===== config.mk =====
export PLATFORM = sky130hd
export DESIGN_NAME = aes3_hw_tx
export DESIGN_NICKNAME = d
export VERILOG_FILES = /design/src/rtl/aes3_tx_pkg.sv /design/src/rtl/aes3_cs_bits.sv /design/src/rtl/aes3_blk_ctl.sv /design/src/rtl/aes3_bmc_tx.sv /design/src/rtl/aes3_hw_tx.sv
export SDC_FILE = /design/constraint.sdc
export NUM_CORES = 1
export LEC_CHECK = 0
export BUFFER_PORTS_ARGS = -buffer_cell sky130_fd_sc_hd__buf_2
export CAP_MARGIN = 20
export CORE_ASPECT_RATIO = 1.4
export CORE_UTILIZATION = 50
export CTS_BUF_LIST = sky130_fd_sc_hd__clkbuf_16
export DETAILED_ROUTE_END_ITERATION = 10
export PLACE_DENSITY = 0.7
export SYNTH_ARGS = -nofsm -noshare
export SYNTH_HDL_FRONTEND = slang
export SYNTH_SLANG_ARGS = --single-unit

===== constraint.sdc =====
create_clock -name clk -period 5.4 [get_ports clk]
set_input_delay 1.08 -clock clk [delete_from_list [all_inputs] [get_ports clk]]
set_output_delay 1.08 -clock clk [all_outputs]
set_load 0.01 [all_outputs]

===== src/rtl/aes3_tx_pkg.sv =====
// Package: shared definitions for the AES3 subframe transmitter.
// Assumes a fixed 32-slot subframe with two half-cells per slot.
package aes3_tx_pkg;
    localparam int SLOT_CNT  = 32;
    localparam int HALF_CNT  = 2 * SLOT_CNT;
    localparam int PRE_HALFS = 8;

    typedef enum logic [1:0] {
        PRE_LEFT  = 2'd0,
        PRE_RIGHT = 2'd1,
        PRE_BLOCK = 2'd2
    } preamble_e;

    // Half-cell pattern of a preamble, MSB sent first, relative to a low start level.
    function automatic logic [7:0] preamble_bits(preamble_e kind);
        case (kind)
            PRE_BLOCK: return 8'b1110_1000;
            PRE_RIGHT: return 8'b1110_0100;
            default:   return 8'b1110_0010;
        endcase
    endfunction
endpackage


===== src/rtl/aes3_cs_bits.sv =====
// Module: channel-status bit source.
// In static mode it returns bit IDX of a consumer status block built from the
// control pins; in serial mode it passes the serial C pin through.
// Assumes idx is the frame index of the subframe being loaded.
module aes3_cs_bits #(
    parameter int IDX_W = 8
) (
    input  logic             mode_b,
    input  logic             c_pin,
    input  logic             emph_n,
    input  logic             nonaudio,
    input  logic             orig,
    input  logic [IDX_W-1:0] idx,
    output logic             c_bit
);
    // Select the status bit for the current frame index.
    always_comb begin
        if (mode_b) begin
            c_bit = c_pin;
        end else begin
            case (idx)
                IDX_W'(1):  c_bit = nonaudio;
                IDX_W'(2):  c_bit = c_pin;
                IDX_W'(3):  c_bit = ~emph_n;
                IDX_W'(15): c_bit = orig;
                default:    c_bit = 1'b0;
            endcase
        end
    end
endmodule


===== src/rtl/aes3_blk_ctl.sv =====
// Module: channel-status block sequencer.
// Counts left subframes modulo BLK_FRAMES, applies a forced block restart after
// a strobe held for SYNC_HOLD clocks, and drives the block-start strobe output.
// Assumes load pulses for one clock per subframe, with is_left valid alongside.
module aes3_blk_ctl #(
    parameter int BLK_FRAMES = 192,
    parameter int SYNC_HOLD  = 3,
    localparam int IDX_W = $clog2(BLK_FRAMES),
    localparam int HW    = $clog2(SYNC_HOLD + 1)
) (
    input  logic             clk,
    input  logic             rst_n,
    input  logic             load,
    input  logic             is_left,
    input  logic             dir_out,
    input  logic             sync_in,
    output logic [IDX_W-1:0] load_idx,
    output logic             opens_block,
    output logic             strobe_out
);
    localparam logic [IDX_W-1:0] LAST = IDX_W'(BLK_FRAMES - 1);

    logic [IDX_W-1:0] next_q, cur_q, start_idx;
    logic [HW-1:0]    hold_q;
    logic             pend_q, first_q, arm;

    // Index a left subframe would take, and index of the subframe being loaded.
    always_comb begin
        start_idx   = pend_q ? '0 : next_q;
        load_idx    = is_left ? start_idx : cur_q;
        opens_block = is_left && (start_idx == '0);
        arm         = !dir_out && sync_in && (hold_q == HW'(SYNC_HOLD - 1));
    end

    // Frame counter: advance on every left load, wrap at the block length.
    always_ff @(posedge clk) begin
        if (!rst_n) begin
            next_q <= '0;
            cur_q  <= '0;
        end else if (load && is_left) begin
            cur_q  <= start_idx;
            next_q <= (start_idx == LAST) ? '0 : start_idx + 1'b1;
        end
    end

    // Count consecutive high cycles of the force strobe, saturating.
    always_ff @(posedge clk) begin
        if (!rst_n)
            hold_q <= '0;
        else if (!dir_out && sync_in)
            hold_q <= (hold_q == HW'(SYNC_HOLD)) ? hold_q : hold_q + 1'b1;
        else
            hold_q <= '0;
    end

    // Latch a force request until the next left subframe consumes it.
    always_ff @(posedge clk) begin
        if (!rst_n)
            pend_q <= 1'b0;
        else if (arm)
            pend_q <= 1'b1;
        else if (load && is_left)
            pend_q <= 1'b0;
    end

    // Remember whether the subframe on the line opened a block.
    always_ff @(posedge clk) begin
        if (!rst_n)
            first_q <= 1'b0;
        else if (load)
            first_q <= opens_block;
    end

    assign strobe_out = first_q & dir_out;


    idx_range_chk: assert property (@(posedge clk) disable iff (!rst_n)
        cur_q < IDX_W'(BLK_FRAMES));


    force_apply_chk: assert property (@(posedge clk) disable iff (!rst_n)
        (pend_q && load && is_left && !arm) |=> (cur_q == '0 && !pend_q));
endmodule


===== src/rtl/aes3_bmc_tx.sv =====
// Module: subframe register and biphase-mark line encoder.
// On load it captures a subframe; then it emits one half-cell per clock,
// preamble first, continuing from the current line level.
// Assumes loads arrive every 64 clocks; a missing load repeats the subframe.
module aes3_bmc_tx
    import aes3_tx_pkg::*;
#(
    parameter int AUD_W = 24,
    localparam int CW   = $clog2(HALF_CNT),
    localparam int SW   = $clog2(SLOT_CNT)
) (
    input  logic             clk,
    input  logic             rst_n,
    input  logic             load,
    input  logic             is_left,
    input  logic             opens_block,
    input  logic [AUD_W-1:0] aud,
    input  logic             v_bit,
    input  logic             u_bit,
    input  logic             c_bit,
    output logic             line,
    output logic             active
);
    logic [SLOT_CNT-1:0] frame_q;
    preamble_e           pre_q;
    logic [CW-1:0]       cnt_q;
    logic                line_q, inv_q, active_q, nxt;
    logic [7:0]          pat;
    logic [SW-1:0]       slot;
    logic                par;

    // Even parity over audio, V, U and C.
    always_comb par = ^{c_bit, u_bit, v_bit, aud};

    // Next half-cell level from the position within the subframe.
    always_comb begin
        pat  = preamble_bits(pre_q);
        slot = cnt_q[CW-1:1];
        if (cnt_q < CW'(PRE_HALFS))
            nxt = pat[3'd7 - cnt_q[2:0]] ^ ((cnt_q == '0) ? line_q : inv_q);
        else if (!cnt_q[0])
            nxt = ~line_q;
        else
            nxt = frame_q[slot] ? ~line_q : line_q;
    end

    // Shift out half-cells and reload the subframe on each word-clock change.
    always_ff @(posedge clk) begin
        if (!rst_n) begin
            frame_q  <= '0;
            pre_q    <= PRE_LEFT;
            cnt_q    <= '0;
            line_q   <= 1'b0;
            inv_q    <= 1'b0;
            active_q <= 1'b0;
        end else begin
            if (active_q) begin
                line_q <= nxt;
                cnt_q  <= cnt_q + 1'b1;
                if (cnt_q == '0)
                    inv_q <= line_q;
            end
            if (load) begin
                frame_q  <= {par, c_bit, u_bit, v_bit, aud, 4'b0000};
                pre_q    <= is_left ? (opens_block ? PRE_BLOCK : PRE_LEFT) : PRE_RIGHT;
                cnt_q    <= '0;
                active_q <= 1'b1;
            end
        end
    end

    assign line   = line_q;
    assign active = active_q;


    rst_low_chk: assert property (@(posedge clk)
        !rst_n |=> (!line_q && !active_q));


    cell_edge_chk: assert property (@(posedge clk) disable iff (!rst_n)
        (active_q && cnt_q >= CW'(PRE_HALFS) && !cnt_q[0]) |=> (line_q != $past(line_q)));


    pre_lead_chk: assert property (@(posedge clk) disable iff (!rst_n)
        (active_q && cnt_q == '0) |=> (line_q != $past(line_q)));


    pre_hold_chk: assert property (@(posedge clk) disable iff (!rst_n)
        (active_q && cnt_q == CW'(1)) |=> $stable(line_q));
endmodule


===== src/rtl/aes3_hw_tx.sv =====
// Module: AES3 subframe transmitter, top level.
// Detects word-clock changes, sequences status blocks, selects the C bit and
// drives the complementary biphase-mark line pair.
// Assumes lrck is synchronous to clk and changes every 64 clocks.
module aes3_hw_tx #(
    parameter int AUD_W      = 24,
    parameter int BLK_FRAMES = 192,
    parameter int SYNC_HOLD  = 3,
    localparam int IDX_W = $clog2(BLK_FRAMES)
) (
    input  logic             clk,
    input  logic             rst_n,
    input  logic             lrck,
    input  logic [AUD_W-1:0] audio_in,
    input  logic             v_in,
    input  logic             u_in,
    input  logic             c_copy,
    input  logic             cs_mode_b,
    input  logic             emph_n,
    input  logic             nonaudio,
    input  logic             orig,
    input  logic             blk_dir_out,
    input  logic             blk_sync_in,
    output logic             blk_start_out,
    output logic             tx_p,
    output logic             tx_n
);
    logic             lr_q, load, opens_block, c_bit, line, active;
    logic [IDX_W-1:0] load_idx;

    // Previous word-clock level for change detection.
    always_ff @(posedge clk) begin
        if (!rst_n)
            lr_q <= 1'b0;
        else
            lr_q <= lrck;
    end

    assign load = lrck ^ lr_q;

    aes3_blk_ctl #(.BLK_FRAMES(BLK_FRAMES), .SYNC_HOLD(SYNC_HOLD)) u_blk (
        .clk(clk), .rst_n(rst_n), .load(load), .is_left(lrck),
        .dir_out(blk_dir_out), .sync_in(blk_sync_in),
        .load_idx(load_idx), .opens_block(opens_block), .strobe_out(blk_start_out)
    );

    aes3_cs_bits #(.IDX_W(IDX_W)) u_cs (
        .mode_b(cs_mode_b), .c_pin(c_copy), .emph_n(emph_n),
        .nonaudio(nonaudio), .orig(orig), .idx(load_idx), .c_bit(c_bit)
    );

    aes3_bmc_tx #(.AUD_W(AUD_W)) u_enc (
        .clk(clk), .rst_n(rst_n), .load(load), .is_left(lrck),
        .opens_block(opens_block), .aud(audio_in), .v_bit(v_in), .u_bit(u_in),
        .c_bit(c_bit), .line(line), .active(active)
    );

    assign tx_p = active & line;
    assign tx_n = active & ~line;
endmodule


==> flow_summary.yaml, run 1 <==
clock_network:
  cts_hold_repair.buffers: 0
  cts_tree: "yes"
  cts_max_level: 3
  clk_latency_ns: 0.33
  clockRootBuffer: "clkbuf_16"
  numCtsBuffers: 9
  cts_num_sinks: 59
  clk_pin_slew_ns: 0.05
  clock_path_buffers: 2
  post-cts-setup-buffer-count: 0
  ctsResizeCount: 0
pwr:
  seqPwrFrac_pct: 40.5
  pwr-share-clk_pct: 44.3
  total_leakage_power_nw: 1.47
  finalPower_mw: 1.19
  intPower_mw: 0.907
  p_switching_mw: 0.281
  peakVddDrop_uv: 203
  combPwrFrac_pct: 15.2
  swShare_pct: 23.7
  power.density_nw_per_um2: 324
timing:
  grt_setup_unrepaired: "false"
  skew_ns: 0.00502
  slew_headroom_pct: 40.5
  tns_ns: 0
  final-setup-viol-count: 0
  fin_crit_ns: 2.54
  fmax_mhz: 394
  period_share_pct: 47.0
  holdWs_ns: 0.472
  hold_viol: 0
  worstMarginPinSlew_ns: 0.891
  maxSlewViolCount: 0
floorplan:
  core_area_um2: 6250
  die_y_um: 97.2
  initial_core_util_pct: 51.8
  die-width_um: 70
  die_area_um2: 6800
  boundaryPins: 39
  rows: 34
synth:
  synth_cell_types: 44
  netlist_instances: 342
  async_reset_ff_share_pct: 0
  postSynthAreaPerCell_um2: 9.46
  synthTopCellsByArea: "dfxtp_1, mux2i_1, nor2b_1"
  synth_top_flop_cell: "dfxtp_1"
  yosysTopAreaCell: "dfxtp_1"
  syn_area_um2: 3240
  synth.yosys.seq_area_share_pct: 36.5
  yosysWarnings: 0
  syn-num-nets: 386
  synth_top_area_share_pct: 36.5
  yosys_register_bits: 59
  synth_edf_count: 0
worst_setup_path:
  rrSetupSlack_ns: 2.89
  arrival_ns: 1.46
  setup.worst_path.end_class: "output pin"
  critPathMaxFanout: 2
  worstRegToRegCells: 6
  crit_type: "in2out"
  reg2reg_to: "u_enc.line$_SDFFE_PN0P_"
  worstPathRequired_ns: 4.32
  start_kind: "primary input"
  rr_startpoint: "u_enc.cnt_q[2]$_SDFFE_PP0P_"
placement:
  io_buffers: 38
  gp_congestion: 0.866
  hpwl_um: 4690
layout:
  drive_above_1_share_pct: 14.7
  layout_common_cells: "dfxtp_1, mux2i_1, buf_2, nor2b_1, xnor2_1"
  mostFrequentLayoutCell: "dfxtp_1"
  diodes: 0
  n_fill_cell: 567
  syn2layout_area_growth_pct: 13.5
  multi_input_area_um2: 1880
  seq_area_um2: 1180
  fin_nets: 414
routing:
  finalWirelength_um: 6620
  wl_per_cell_um: 14.9
  postRouteAntennaNets: 0
  route.vias.total: 2434
  dr.pass1.iters: 4
  viasPerCell: 5.46
  drtIter0Drc: 93
  drcViolationCount: 0
min_path:
  hold_depth: 2
  hold_path_end: "u_blk.cur_q[4]$_SDFFE_PN0P_"
  holdCritPathClass: "reg2reg"
  hold_path.startpoint: "u_blk.cur_q[4]$_SDFFE_PN0P_"
global_routing:
  grt_pass1_wl_um: 11400
  grt-ovfl-total: 0
  grt_usage_pct: 21.3
  grt_max_degree: 54
  first_global_vias: 2474
  antenna_found_initial: 0
run:
  drv_cap: 0
status:
  status: "finished, final reports clean"
## registers in the layout, indices dropped and copies added (netlist names)
register       flops
u_enc.inv_q        1
u_blk.pend_q       1
u_enc.frame_q     28
u_enc.active       1
lr_q               1
u_enc.cnt_q        6
u_enc.line         1
u_blk.next_q       8
u_blk.hold_q       2
u_enc.pre_q        2
u_blk.cur_q        8
## routing by layer
metal / vias up / wire length [µm] / global-route usage (%)
li1: 1236 / - / -
met1: 1133 / 2840 / 23.4
met2: 50 / 3420 / 38.2
met3: 15 / 193 / 3.53
met4: 0 / 175 / 11.4
met5: - / 0 / 0
## layout make-up
cell class / count / share of cell area, %
inverters: 12 / 1.23
well taps: 72 / 2.45
repair buffers: 39 / 5.38
flip-flops and latches: 59 / 32.2
clock inverters: 6 / 1.36
clock buffers: 9 / 6.13
multi-input cells: 249 / 51.3
## logic make-up (layout without fill, tap and decap cells)
group                      after synthesis  after routing  synth area share, %
DFF                                     59             59                 36.5
buffers and inverters                   34             66                 5.30
AOI/OAI and AO/OA                       52             52                 10.7
and+or+nand+nor                        115            115                 19.7
muxes                                   44             44                 15.8
adders and majority gates                8              8                 3.09
xor gates and xnor gates                30             30                 8.97
## power groups by stage
| stage | clock network [mW] | registers [mW] | logic, mW |
|---|---|---|---|
| 6_report | 0.526 | 0.481 | 0.181 |
| 5_1_grt | 0.558 | 0.484 | 0.202 |
| 4_1_cts | 0.537 | 0.481 | 0.184 |
| 3_5_place_dp | 0 | 0.490 | 0.182 |
| 3_3_place_gp | 0 | 0.489 | 0.179 |
| 2_1_floorplan | 0 | 0.481 | 0.145 |
## Yosys cell counts, types with 9 or more instances
library cell	instances
dfxtp_1	59
mux2i_1	39
nor2b_1	36
xnor2_1	23
nand2_1	21
a21oi_1	17
clkbuf_1	16
nor2_1	16
o21ai_0	14
inv_1	12
nand2b_1	9
## critical path, cell delays in order
cell    delay [ns]
buf_2         0.10
and2_1        0.14
buf_2         0.13
## through the flow
step	util, %	cell area [µm²]	worst slack, ns	cells
finish	58.7	3670	2.86	446
global route	58.7	3670	2.73	446
CTS	58.7	3670	2.86	446
detailed placement	54.3	3400	2.62	431
global placement	54.3	3400	2.70	431
floorplan	-	3240	2.92	342
## how the worst max path moves through the flow
| stage | startpoint | to | depth (start not counted) |
|---|---|---|---|
| after floorplan | lrck | u_enc.frame_q[10]$_SDFFE_PN0P_ | 5 |
| after global placement | lrck | u_blk.next_q[7]$_SDFFE_PN0P_ | 7 |
| after detailed placement | lrck | u_blk.next_q[7]$_SDFFE_PN0P_ | 7 |
| after CTS | blk_dir_out | blk_start_out | 3 |
| after global routing | lrck | u_blk.next_q[7]$_SDFFE_PN0P_ | 7 |
| final | blk_dir_out | blk_start_out | 3 |
No activity file was read; power rests on OpenSTA's default activity.
==> inputs of run 2 (changes only) <==
--- a/config.mk
+++ b/config.mk
@@ -5,13 +5,14 @@
 export SDC_FILE = /design/constraint.sdc
 export NUM_CORES = 1
 export LEC_CHECK = 0
+export ABC_AREA = 1
 export BUFFER_PORTS_ARGS = -buffer_cell sky130_fd_sc_hd__buf_2
 export CAP_MARGIN = 20
 export CORE_ASPECT_RATIO = 1.4
 export CORE_UTILIZATION = 50
 export CTS_BUF_LIST = sky130_fd_sc_hd__clkbuf_16
 export DETAILED_ROUTE_END_ITERATION = 10
-export PLACE_DENSITY = 0.7
+export PLACE_DENSITY = 0.73
 export SYNTH_ARGS = -nofsm -noshare
 export SYNTH_HDL_FRONTEND = slang
 export SYNTH_SLANG_ARGS = --single-unit
==> constraint.sdc (replaced) <==
create_clock -name clk -period 2.1 [get_ports clk]
set_input_delay 0.42 -clock clk [delete_from_list [all_inputs] [get_ports clk]]
set_output_delay 0.42 -clock clk [all_outputs]
set_load 0.01 [all_outputs]
==> flow_summary.yaml, run 2 <==
global_routing:
  grt_usage_pct: 24.9
  grt-ovfl-total: 0
  grt_pass1_wl_um: 13700
  grt_max_degree: 15
  antenna_found_initial: 0
  first_global_vias: 3242
min_path:
  hold_depth: 3
  holdCritPathClass: "in2reg"
layout:
  n_fill_cell: 596
  fin_nets: 606
  largest_register: "u_enc.frame_q"
  multi_input_area_um2: 1730
  utilization_pct: 61.2
  diodes: 0
  layout_common_cells: "nand2_1, inv_1, dfxtp_1, nand3_1, buf_2"
  seq_area_um2: 1180
  largest_reg_flops: 28
  drive_above_1_share_pct: 11.8
  fin_area_um2: 3830
  mostFrequentLayoutCell: "nand2_1"
  reg_top3: "u_enc.frame_q x28, u_blk.cur_q x8, u_blk.next_q x8"
  syn2layout_area_growth_pct: 17.3
floorplan:
  rows: 34
  die_area_um2: 6860
  die-width_um: 70.3
  die_y_um: 97.6
  core_area_um2: 6250
  boundaryPins: 39
  initial_core_util_pct: 52.2
synth:
  synth_edf_count: 0
  synth.yosys.seq_area_share_pct: 36.2
  syn-num-nets: 561
  postSynthAreaPerCell_um2: 6.32
  async_reset_ff_share_pct: 0
  synth_cell_types: 32
  netlist_instances: 517
  netlist_top_cells_count: "nand2_1, inv_1, dfxtp_1"
  post-synth-top-count-cell: "nand2_1"
  synth_top_flop_cell: "dfxtp_1"
  yosys_register_bits: 59
  yosysWarnings: 0
  synthTopCellsByArea: "dfxtp_1, nand2_1, inv_1"
  syn_area_um2: 3270
  synth_top_area_share_pct: 36.2
  yosysTopAreaCell: "dfxtp_1"
timing:
  grt_setup_unrepaired: "false"
  period_share_pct: 78.5
  fin_crit_ns: 1.65
  fmax_mhz: 606
  maxSlewViolCount: 0
  worstMarginPinSlew_ns: 0.391
  final-setup-viol-count: 0
  skew_ns: 0.00760
  slew_headroom_pct: 74.0
  tns_ns: 0
  hold_viol: 0
placement:
  hpwl_um: 6210
  gp_congestion: 0.856
  place_area_um2: 3550
  io_buffers: 38
clock_network:
  post-cts-setup-buffer-count: 0
  cts_max_level: 3
  clk_pin_slew_ns: 0.05
  numCtsBuffers: 9
  ctsResizeCount: 0
  clockRootBuffer: "clkbuf_16"
  clock_path_buffers: 2
  cts_num_sinks: 59
  cts_tree: "yes"
  clk_latency_ns: 0.32
  cts_hold_repair.buffers: 0
routing:
  wl_per_cell_um: 12.5
  dr.pass1.iters: 5
  viasPerCell: 5.23
  drtIter0Drc: 183
  route.vias.total: 3341
  postRouteAntennaNets: 0
  drcViolationCount: 0
  finalWirelength_um: 8000
worst_setup_path:
  crit_type: "reg2out"
  arrival_ns: 1.23
  critPathMaxFanout: 8
  worstPathRequired_ns: 1.68
  start_kind: "flop"
  setup.worst_path.end_class: "output pin"
  worstRegToRegCells: 13
pwr:
  power.density_nw_per_um2: 790
  finalPower_mw: 3.03
  peakVddDrop_uv: 461
  total_leakage_power_nw: 1.92
run:
  drv_cap: 0
status:
  status: "finished, final reports clean"
## run 2: cell types whose count changed after synthesis, moves of 12 or more
cell	previous run	this run
nor2_1	16	33
inv_1	12	73
mux2i_1	39	0
nand3_1	2	42
xnor2_1	23	2
nor2b_1	36	0
o22ai_1	1	13
o21ai_0	14	34
nand2_1	21	180
## run 2: critical path: stages, from the launching register on
cell and delay [ns]:
dfxtp_1 0.47, inv_1 0.20, nor2_1 0.11, buf_2 0.13
## run 2: power breakdown
group	switching (mW)	leakage [nW]	internal, mW	total (mW)
Clock	0.468	0.146	0.890	1.36
Sequential	0.0420	0.484	1.19	1.23
Combinational	0.271	1.29	0.163	0.433
## run 2: metrics by stage
stage	hold slack, ns	cells	setup slack, ns
after floorplan	0.419	517	0.479
after global placement	0.439	623	0.385
after detailed placement	0.446	623	0.287
after CTS	0.343	639	0.441
after global routing	0.355	639	0.264
final	0.350	639	0.450
## run 2: final cells by class
| type | instances | share of cell area, % |
|---|---|---|
| multi-input combinational | 367 | 45.1 |
| sequential | 59 | 30.8 |
| inverter | 78 | 7.71 |
| timing repair buffer | 47 | 6.73 |
| clock buffer | 9 | 5.88 |
| tap | 72 | 2.35 |
| clock inverter | 7 | 1.37 |
## run 2: metal layers
layer	vias to the layer above	GRT usage (%)	routed length, µm
li1	1742	-	-
met1	1522	27.2	3250
met2	60	46.4	4320
met3	17	4.36	248
met4	0	9.85	180
met5	-	0	0
## run 2: path summary, 6_finish.rpt
check	startpoint	endpoint	slack (ns)
max	u_enc.active$_SDFFE_PN0P_	tx_n	0.45
min	audio_in[23]	u_enc.frame_q[27]$_SDFFE_PN0P_	0.35
max reg2reg	u_blk.pend_q$_SDFFE_PN0P_	u_enc.frame_q[31]$_SDFFE_PN0P_	0.48
min reg2reg	u_enc.frame_q[13]$_SDFFE_PN0P_	u_enc.frame_q[13]$_SDFFE_PN0P_	0.46
## run 2: cells by family (layout without fill, tap and decap cells)
group	after synthesis	in the layout	share of synthesized area, %
XOR/XNOR	5	5	1.34
AND/OR/NAND/NOR	270	270	34.0
flip-flops	59	59	36.2
buffers and inverters	91	141	10.9
adder cells (fa/ha/maj)	8	8	3.07
AO/OA/AOI/OAI	84	84	14.5
